### config.mk
export PLATFORM = sky130hd
export DESIGN_NAME = msi_cap_regs
export DESIGN_NICKNAME = d
export VERILOG_FILES = /design/src/rtl/msi_cap_pkg.sv /design/src/rtl/msi_cap_decode.sv /design/src/rtl/msi_cap_ctrl.sv /design/src/rtl/msi_cap_vecbits.sv /design/src/rtl/msi_cap_regs.sv
export SDC_FILE = /design/constraint.sdc
export NUM_CORES = 1
export LEC_CHECK = 0
export ABC_AREA = 1
export CAP_MARGIN = 10
export CORE_UTILIZATION = 44
export DETAILED_ROUTE_END_ITERATION = 10
export PLACE_DENSITY_LB_ADDON = 0.15
export SLEW_MARGIN = 20
export SYNTH_ARGS = -nofsm -noshare
export SYNTH_HDL_FRONTEND = slang
export SYNTH_SLANG_ARGS = --single-unit
### constraint.sdc
create_clock -name clk -period 3.3 [get_ports clk]
set_clock_uncertainty 0.2 [all_clocks]
set_input_delay 0.66 -clock clk [delete_from_list [all_inputs] [get_ports clk]]
set_output_delay 0.66 -clock clk [all_outputs]
set_load 0.005 [all_outputs]
### src/rtl/msi_cap_pkg.sv
package msi_cap_pkg;

  typedef enum logic [2:0] {
    RSEL_NONE,
    RSEL_CTRL,
    RSEL_ALO,
    RSEL_AHI,
    RSEL_DATA,
    RSEL_MASK,
    RSEL_PEND
  } rsel_e;

  // capability length in bytes for each layout
  function automatic int unsigned cap_len_bytes(bit a64, bit pvm);
    if (pvm) return a64 ? 24 : 20;
    return a64 ? 14 : 10;
  endfunction

  function automatic int unsigned cap_len_dw(bit a64, bit pvm);
    return (cap_len_bytes(a64, pvm) + 3) / 4;
  endfunction

  function automatic logic [31:0] be_expand(logic [3:0] be);
    return {{8{be[3]}}, {8{be[2]}}, {8{be[1]}}, {8{be[0]}}};
  endfunction

endpackage

### src/rtl/msi_cap_decode.sv
module msi_cap_decode
  import msi_cap_pkg::*;
#(
  parameter int CFG_AW       = 6,
  parameter int CAP_BASE_DW  = 20,
  parameter bit ADDR64       = 1'b1,
  parameter bit PER_VEC_MASK = 1'b1
) (
  input  logic [CFG_AW-1:0] dw_addr,
  input  logic [3:0]        be,
  output rsel_e             sel,
  output logic              touch
);
  localparam int LEN_B    = cap_len_bytes(ADDR64, PER_VEC_MASK);
  localparam int LEN_DW   = cap_len_dw(ADDR64, PER_VEC_MASK);
  localparam int OFF_DATA = ADDR64 ? 3 : 2;
  localparam logic [3:0] LAST_BE = (LEN_B % 4 == 0) ? 4'hF : 4'h3;
  localparam logic [CFG_AW-1:0] BASE_V = CFG_AW'(CAP_BASE_DW);
  localparam logic [CFG_AW-1:0] LEN_V  = CFG_AW'(LEN_DW);
  localparam logic [CFG_AW-1:0] LAST_V = CFG_AW'(LEN_DW - 1);
  localparam logic [CFG_AW-1:0] DATA_V = CFG_AW'(OFF_DATA);
  localparam logic [CFG_AW-1:0] MASK_V = CFG_AW'(OFF_DATA + 1);
  localparam logic [CFG_AW-1:0] PEND_V = CFG_AW'(OFF_DATA + 2);

  logic [CFG_AW-1:0] off;
  logic              in_range;
  logic [3:0]        valid_be;

  always_comb begin
    off      = dw_addr - BASE_V;
    in_range = (dw_addr >= BASE_V) && (off < LEN_V);
    valid_be = (off == LAST_V) ? LAST_BE : 4'hF;
    touch    = in_range && (|(be & valid_be));
    sel      = RSEL_NONE;
    if (in_range) begin
      if (off == '0)                          sel = RSEL_CTRL;
      else if (off == CFG_AW'(1))             sel = RSEL_ALO;
      else if (ADDR64 && off == CFG_AW'(2))   sel = RSEL_AHI;
      else if (off == DATA_V)                 sel = RSEL_DATA;
      else if (PER_VEC_MASK && off == MASK_V) sel = RSEL_MASK;
      else if (PER_VEC_MASK && off == PEND_V) sel = RSEL_PEND;
    end
  end
endmodule

### src/rtl/msi_cap_ctrl.sv
module msi_cap_ctrl #(
  parameter int LOG2_VEC = 3
) (
  input  logic       clk,
  input  logic       rst,
  input  logic       wr_hit,
  input  logic       wr_ctrl,
  input  logic [7:0] wbyte,
  output logic       en_o,
  output logic [2:0] mme_o,
  output logic       flush_o,
  output logic       purge_o,
  output logic [2:0] purge_mme_o
);
  localparam logic [2:0] CAP = 3'(LOG2_VEC);

  logic       en_w;
  logic [2:0] mme_w;
  logic [2:0] mme_n;

  always_comb begin
    en_w  = wr_ctrl ? wbyte[0]   : en_o;
    mme_w = wr_ctrl ? wbyte[6:4] : mme_o;
    mme_n = (wr_hit && en_w && (mme_w > CAP)) ? CAP : mme_w;
    purge_o     = wr_hit && en_w;
    purge_mme_o = mme_n;
  end

  always_ff @(posedge clk) begin
    if (rst) begin
      en_o    <= 1'b0;
      mme_o   <= '0;
      flush_o <= 1'b0;
    end else begin
      flush_o <= wr_hit && en_w;
      if (wr_hit) begin
        en_o  <= en_w;
        mme_o <= mme_n;
      end
    end
  end
endmodule

### src/rtl/msi_cap_vecbits.sv
module msi_cap_vecbits
  import msi_cap_pkg::*;
#(
  parameter int NVEC         = 8,
  parameter bit PER_VEC_MASK = 1'b1
) (
  input  logic            clk,
  input  logic            rst,
  input  logic            wr_mask,
  input  logic [3:0]      be,
  input  logic [31:0]     wdata,
  input  logic [NVEC-1:0] pend_set,
  input  logic [NVEC-1:0] pend_clr,
  input  logic            purge,
  input  logic [2:0]      purge_mme,
  output logic [NVEC-1:0] mask_o,
  output logic [NVEC-1:0] pend_o
);
  generate
    if (PER_VEC_MASK) begin : g_vec
      logic [31:0]     mask_ext;
      logic [31:0]     mask_new;
      logic [NVEC-1:0] keep;
      logic [NVEC-1:0] pend_n;

      always_comb begin
        mask_ext = '0;
        mask_ext[NVEC-1:0] = mask_o;
        mask_new = (mask_ext & ~be_expand(be)) | (wdata & be_expand(be));
        for (int i = 0; i < NVEC; i++) begin
          keep[i] = (32'(i) < (32'd1 << purge_mme));
        end
        pend_n = (pend_o & ~pend_clr) | pend_set;
        if (purge) pend_n = pend_n & keep;
      end

      always_ff @(posedge clk) begin
        if (rst) begin
          mask_o <= '0;
          pend_o <= '0;
        end else begin
          if (wr_mask) mask_o <= mask_new[NVEC-1:0];
          pend_o <= pend_n;
        end
      end
    end else begin : g_novec
      assign mask_o = '0;
      assign pend_o = '0;
    end
  endgenerate
endmodule

### src/rtl/msi_cap_regs.sv
module msi_cap_regs
  import msi_cap_pkg::*;
#(
  parameter int CFG_AW       = 6,
  parameter int CAP_BASE_DW  = 20,
  parameter int LOG2_VEC     = 3,
  parameter bit ADDR64       = 1'b1,
  parameter bit PER_VEC_MASK = 1'b1,
  localparam int NVEC        = 1 << LOG2_VEC
) (
  input  logic              clk,
  input  logic              rst,
  input  logic              cfg_wr,
  input  logic              cfg_rd,
  input  logic [CFG_AW-1:0] cfg_dw_addr,
  input  logic [3:0]        cfg_be,
  input  logic [31:0]       cfg_wdata,
  output logic [31:0]       cfg_rdata,
  input  logic [NVEC-1:0]   pend_set,
  input  logic [NVEC-1:0]   pend_clr,
  input  logic              intx_req_i,
  output logic              intx_req_o,
  output logic              msi_en,
  output logic [2:0]        msi_mme,
  output logic [63:0]       msi_addr,
  output logic [15:0]       msi_data,
  output logic [NVEC-1:0]   msi_mask,
  output logic [NVEC-1:0]   msi_pend,
  output logic              flush_o
);
  rsel_e       sel;
  logic        touch;
  logic        wr_hit;
  logic        wr_ctrl;
  logic        purge;
  logic [2:0]  purge_mme;
  logic [31:0] bem;
  logic [29:0] addr_lo_q;
  logic [31:0] addr_hi_q;
  logic [15:0] data_q;
  logic [31:0] alo_new;
  logic [31:0] data_new;
  logic [15:0] ctrl16;
  logic [31:0] rd_val;

  msi_cap_decode #(
    .CFG_AW(CFG_AW), .CAP_BASE_DW(CAP_BASE_DW),
    .ADDR64(ADDR64), .PER_VEC_MASK(PER_VEC_MASK)
  ) u_dec (
    .dw_addr(cfg_dw_addr), .be(cfg_be), .sel(sel), .touch(touch)
  );

  assign wr_hit  = cfg_wr && touch;
  assign wr_ctrl = cfg_wr && (sel == RSEL_CTRL) && cfg_be[2];
  assign bem     = be_expand(cfg_be);

  msi_cap_ctrl #(.LOG2_VEC(LOG2_VEC)) u_ctrl (
    .clk(clk), .rst(rst), .wr_hit(wr_hit), .wr_ctrl(wr_ctrl),
    .wbyte(cfg_wdata[23:16]), .en_o(msi_en), .mme_o(msi_mme),
    .flush_o(flush_o), .purge_o(purge), .purge_mme_o(purge_mme)
  );

  msi_cap_vecbits #(.NVEC(NVEC), .PER_VEC_MASK(PER_VEC_MASK)) u_vec (
    .clk(clk), .rst(rst),
    .wr_mask(cfg_wr && (sel == RSEL_MASK)),
    .be(cfg_be), .wdata(cfg_wdata),
    .pend_set(pend_set), .pend_clr(pend_clr),
    .purge(purge), .purge_mme(purge_mme),
    .mask_o(msi_mask), .pend_o(msi_pend)
  );

  // address low and data words
  always_comb begin
    alo_new  = ({addr_lo_q, 2'b00} & ~bem) | (cfg_wdata & bem);
    data_new = ({16'h0, data_q} & ~bem) | (cfg_wdata & bem);
  end

  always_ff @(posedge clk) begin
    if (rst) begin
      addr_lo_q <= '0;
      data_q    <= '0;
    end else if (cfg_wr) begin
      if (sel == RSEL_ALO)  addr_lo_q <= alo_new[31:2];
      if (sel == RSEL_DATA) data_q    <= data_new[15:0];
    end
  end

  generate
    if (ADDR64) begin : g_hi
      always_ff @(posedge clk) begin
        if (rst) addr_hi_q <= '0;
        else if (cfg_wr && sel == RSEL_AHI)
          addr_hi_q <= (addr_hi_q & ~bem) | (cfg_wdata & bem);
      end
    end else begin : g_nohi
      assign addr_hi_q = '0;
    end
  endgenerate

  assign msi_addr   = {addr_hi_q, addr_lo_q, 2'b00};
  assign msi_data   = data_q;
  assign intx_req_o = intx_req_i && !msi_en;

  always_comb begin
    ctrl16 = {7'd0, PER_VEC_MASK, ADDR64, msi_mme, 3'(LOG2_VEC), msi_en};
    rd_val = '0;
    case (sel)
      RSEL_CTRL: rd_val = {ctrl16, 16'h0};
      RSEL_ALO:  rd_val = {addr_lo_q, 2'b00};
      RSEL_AHI:  rd_val = addr_hi_q;
      RSEL_DATA: rd_val = {16'h0, data_q};
      RSEL_MASK: rd_val[NVEC-1:0] = msi_mask;
      RSEL_PEND: rd_val[NVEC-1:0] = msi_pend;
      default:   rd_val = '0;
    endcase
  end

  always_ff @(posedge clk) begin
    if (rst) cfg_rdata <= '0;
    else     cfg_rdata <= cfg_rd ? rd_val : 32'h0;
  end
endmodule

==> flow_metrics.env <==
export IMPL_n_antenna_cell=0
export IMPL_power_frac_seq_pct=40.8
export IMPL_final_cells=1080
export IMPL_cts_buffers=17
export IMPL_synth_common_cells="dfxtp_1, nor2_1, inv_1, a21oi_1, o21ai_0"
export IMPL_grt_pass1_wl_mm=27.70
export IMPL_vias_per_cell=5.269
export IMPL_swShare_pct=20.88
export IMPL_synth_main_ff_cell="dfxtp_1"
export IMPL_grt_usage_pct=28.19
export IMPL_p_sw_mw=0.8152
export IMPL_cts_tree="done"
export IMPL_path_clk_slew_ns=0.06
export IMPL_hold_path_class="reg2reg"
export IMPL_initial_core_util_pct=45.62
export IMPL_drive_above_1_share_pct=11.42
export IMPL_crit_arrival_ns=3.18
export IMPL_violations="DRC"
export IMPL_cts_max_level=4
export IMPL_ys_warn_count=0
export IMPL_vias=5691
export IMPL_grt_max_degree=75
export IMPL_worstPathCellList="clkdlybuf4s50_1 -> inv_1 -> buf_4 -> ha_1 -> nand2_1 -> nor2_1 -> o31ai_1 -> buf_4 -> nand3_1 -> nor2_2 -> nand2_2 -> o21ai_0 -> nand3_1 -> nand3_2 -> nor2_1"
export IMPL_wl_per_cell_um=16.10
export IMPL_fin_area_um2=8334
export IMPL_cp_slowest_cell="clkdlybuf4s50_1"
export IMPL_port_buffer_count=194
export IMPL_drc=12
export IMPL_crit_path_start_kind="primary input"
export IMPL_max_stage_delay_ns=0.48
export IMPL_netlist_instances=691
export IMPL_p_total_mw=3.904
export IMPL_p_comb_share_pct=6.0
export IMPL_globalplace_congestion=0.8671
export IMPL_drt_antenna_violating_nets=0
export IMPL_rows=39
export IMPL_synth_top_area_share_pct=49.70
export IMPL_synthMostInstantiatedCell="dfxtp_1"
export IMPL_slew_headroom_pct=55.88
export IMPL_synth_distinct_cells=35
export IMPL_clock_sinks=131
export IMPL_synth_area_per_cell_um2=7.636
export IMPL_r2r_end="u_vec.pend_o[4]"
export IMPL_nets=990
export IMPL_firstDrtPassIters=8
export IMPL_hold_viol_final=0
export IMPL_intPower_mw=3.089
export IMPL_max_freq_mhz=324.5
export IMPL_tightest_slew_ns=0.6617
export IMPL_ys_seq_area_share_pct=49.70
export IMPL_fin_crit_sh_pct=93.37
export IMPL_antenna_found_initial=0
export IMPL_multi_input_comb_area_um2=2208
export IMPL_whs_path_depth=2
export IMPL_cp_required_ns=3.40
export IMPL_postLayoutCoreUtil_pct=72.07
export IMPL_synth_edf_count=0
export IMPL_hold_slack_ns=0.2712
export IMPL_finalSetupViolations=0
export IMPL_cp_max_fo=6
export IMPL_syn_to_final_growth_pct=57.96
export IMPL_clk_latency_ns=0.41
export IMPL_end_kind="register"
export IMPL_cap_violations=0
export IMPL_drv_slew=0
export IMPL_die_w_um=111.5
export IMPL_clkPwrFrac_pct=53.2
export IMPL_wl_mm=17.39
export IMPL_outcome="finished with violations"
export IMPL_ios=197
export IMPL_drtIter0Drc=445
export IMPL_finalCriticalPeriod_ns=3.081
export IMPL_synthArstFlopShare_pct=0
export IMPL_r2r_start="u_ctrl.en_o"
export IMPL_r2r_cells=5
export IMPL_yosys_area_top_type="dfxtp_1"
export IMPL_post_dp_cell_area_um2=7634
export IMPL_dp_hpwl_mm=12.82
export IMPL_ys_top_cells_by_area="dfxtp_1, nor2_1, a21oi_1, o21ai_0, inv_1"
export IMPL_rsz0062_at_grt="true"
export IMPL_grt_overflow=0
export IMPL_die_h_um=111.5
export IMPL_dp_cells=1047
export IMPL_fillers=939
export IMPL_place_ws_ns=-0.2679
export IMPL_powerDensity_nw_per_um2=468.4
export IMPL_p_leak_nw=3.217
export IMPL_grt_pass1_vias=5657
export IMPL_setup_worst_path_class="in2reg"
export IMPL_die_area_um2=12430
export IMPL_setup_slack_ns=0.2187
export IMPL_core_um2=11560
export IMPL_cts_root_buf="clkbuf_16"
export IMPL_ir_worst_vdd_v=0.0002766
export IMPL_fin_setup_tns_ns=0
export IMPL_ff_latch_area_um2=2623
export IMPL_clockBufferDepth=2
export IMPL_synth_area_um2=5276
export IMPL_ys_ff_latch=131
export IMPL_reg2reg_slack_ns=1.93
==> routing by layer <==
layer,track usage [%],vias to the layer above,wire [µm]
li1,-,2745,-
met5,0,-,0
met1,33.95,2680,7159
met3,6.805,21,1244
met4,10.63,0,230
met2,48.67,245,8753
==> critical path: cells and delay by family <==
kind | cells | cell delay (ns)
adder cells (fa/ha/maj) | 1 | 0.20
AND/OR/NAND/NOR | 8 | 0.86
AO/OA/AOI/OAI | 2 | 0.57
buffers and inverters | 4 | 0.88
==> cell families (layout without fill, tap and decap cells) <==
family | Yosys count | count (layout) | synth area share (%)
AOI/OAI and AO/OA | 202 | 202 | 20.73
xor gates and xnor gates | 1 | 1 | 0.3084
buffers and inverters | 118 | 363 | 9.082
adders and majority gates | 3 | 3 | 0.7115
other | 1 | 2 | 0.07107
DFF | 131 | 131 | 49.70
and+or+nand+nor | 235 | 235 | 19.40
==> layout by cell type, fill, tap and decap left out, types with 4 or more instances in the layout <==
cell,n
clkdlybuf4s50_1,194
dfxtp_1,131
nor2_1,116
inv_1,82
a21oi_1,81
o21ai_0,76
nand2_1,67
buf_4,46
nand3_1,26
o22ai_1,18
clkbuf_16,17
a22oi_1,13
nor2_4,5
inv_2,5
bufinv_16,5
nand3_2,4
o211ai_1,4
nor2_2,4
nand2_2,4
==> repair_timing <==
action	in CTS	in global routing
gates resized for setup	0	9
hold buffers	0	0
buffers inserted	0	1
endpoints found under the setup margin	0	37
==> worst max path at each step <==
stage                        start               to  slack, ns  cells after the start
floorplan           cfg_dw_addr[3]         register       0.53                     15
global placement    cfg_dw_addr[2]  u_vec.pend_o[6]      -0.12                     14
detailed placement  cfg_dw_addr[3]  u_vec.pend_o[7]      -0.27                     16
CTS                 cfg_dw_addr[2]  u_vec.pend_o[7]       0.16                     16
global route        cfg_dw_addr[3]         register      -0.02                     17
finish              cfg_dw_addr[3]  u_vec.pend_o[4]       0.22                     15
==> final cells by class <==
cell class / instances / area share [%]
sequential: 131 / 31.47
timing repair buffer: 242 / 27.92
multi-input combinational: 443 / 26.50
clock buffer: 20 / 5.480
inverter: 89 / 4.053
clock inverter: 12 / 2.432
tap: 143 / 2.147
==> power groups by stage <==
| stage | sequential, mW | clock (mW) | combinational, mW |
|---|---|---|---|
| global placement | 1.63 | 0 | 0.218 |
| global route | 1.59 | 2.19 | 0.252 |
| floorplan | 1.63 | 0 | 0.0844 |
| finish | 1.59 | 2.08 | 0.234 |
| CTS | 1.59 | 2.10 | 0.227 |
| detailed placement | 1.63 | 0 | 0.225 |
Note: power is estimated with default switching activity, not from simulation.
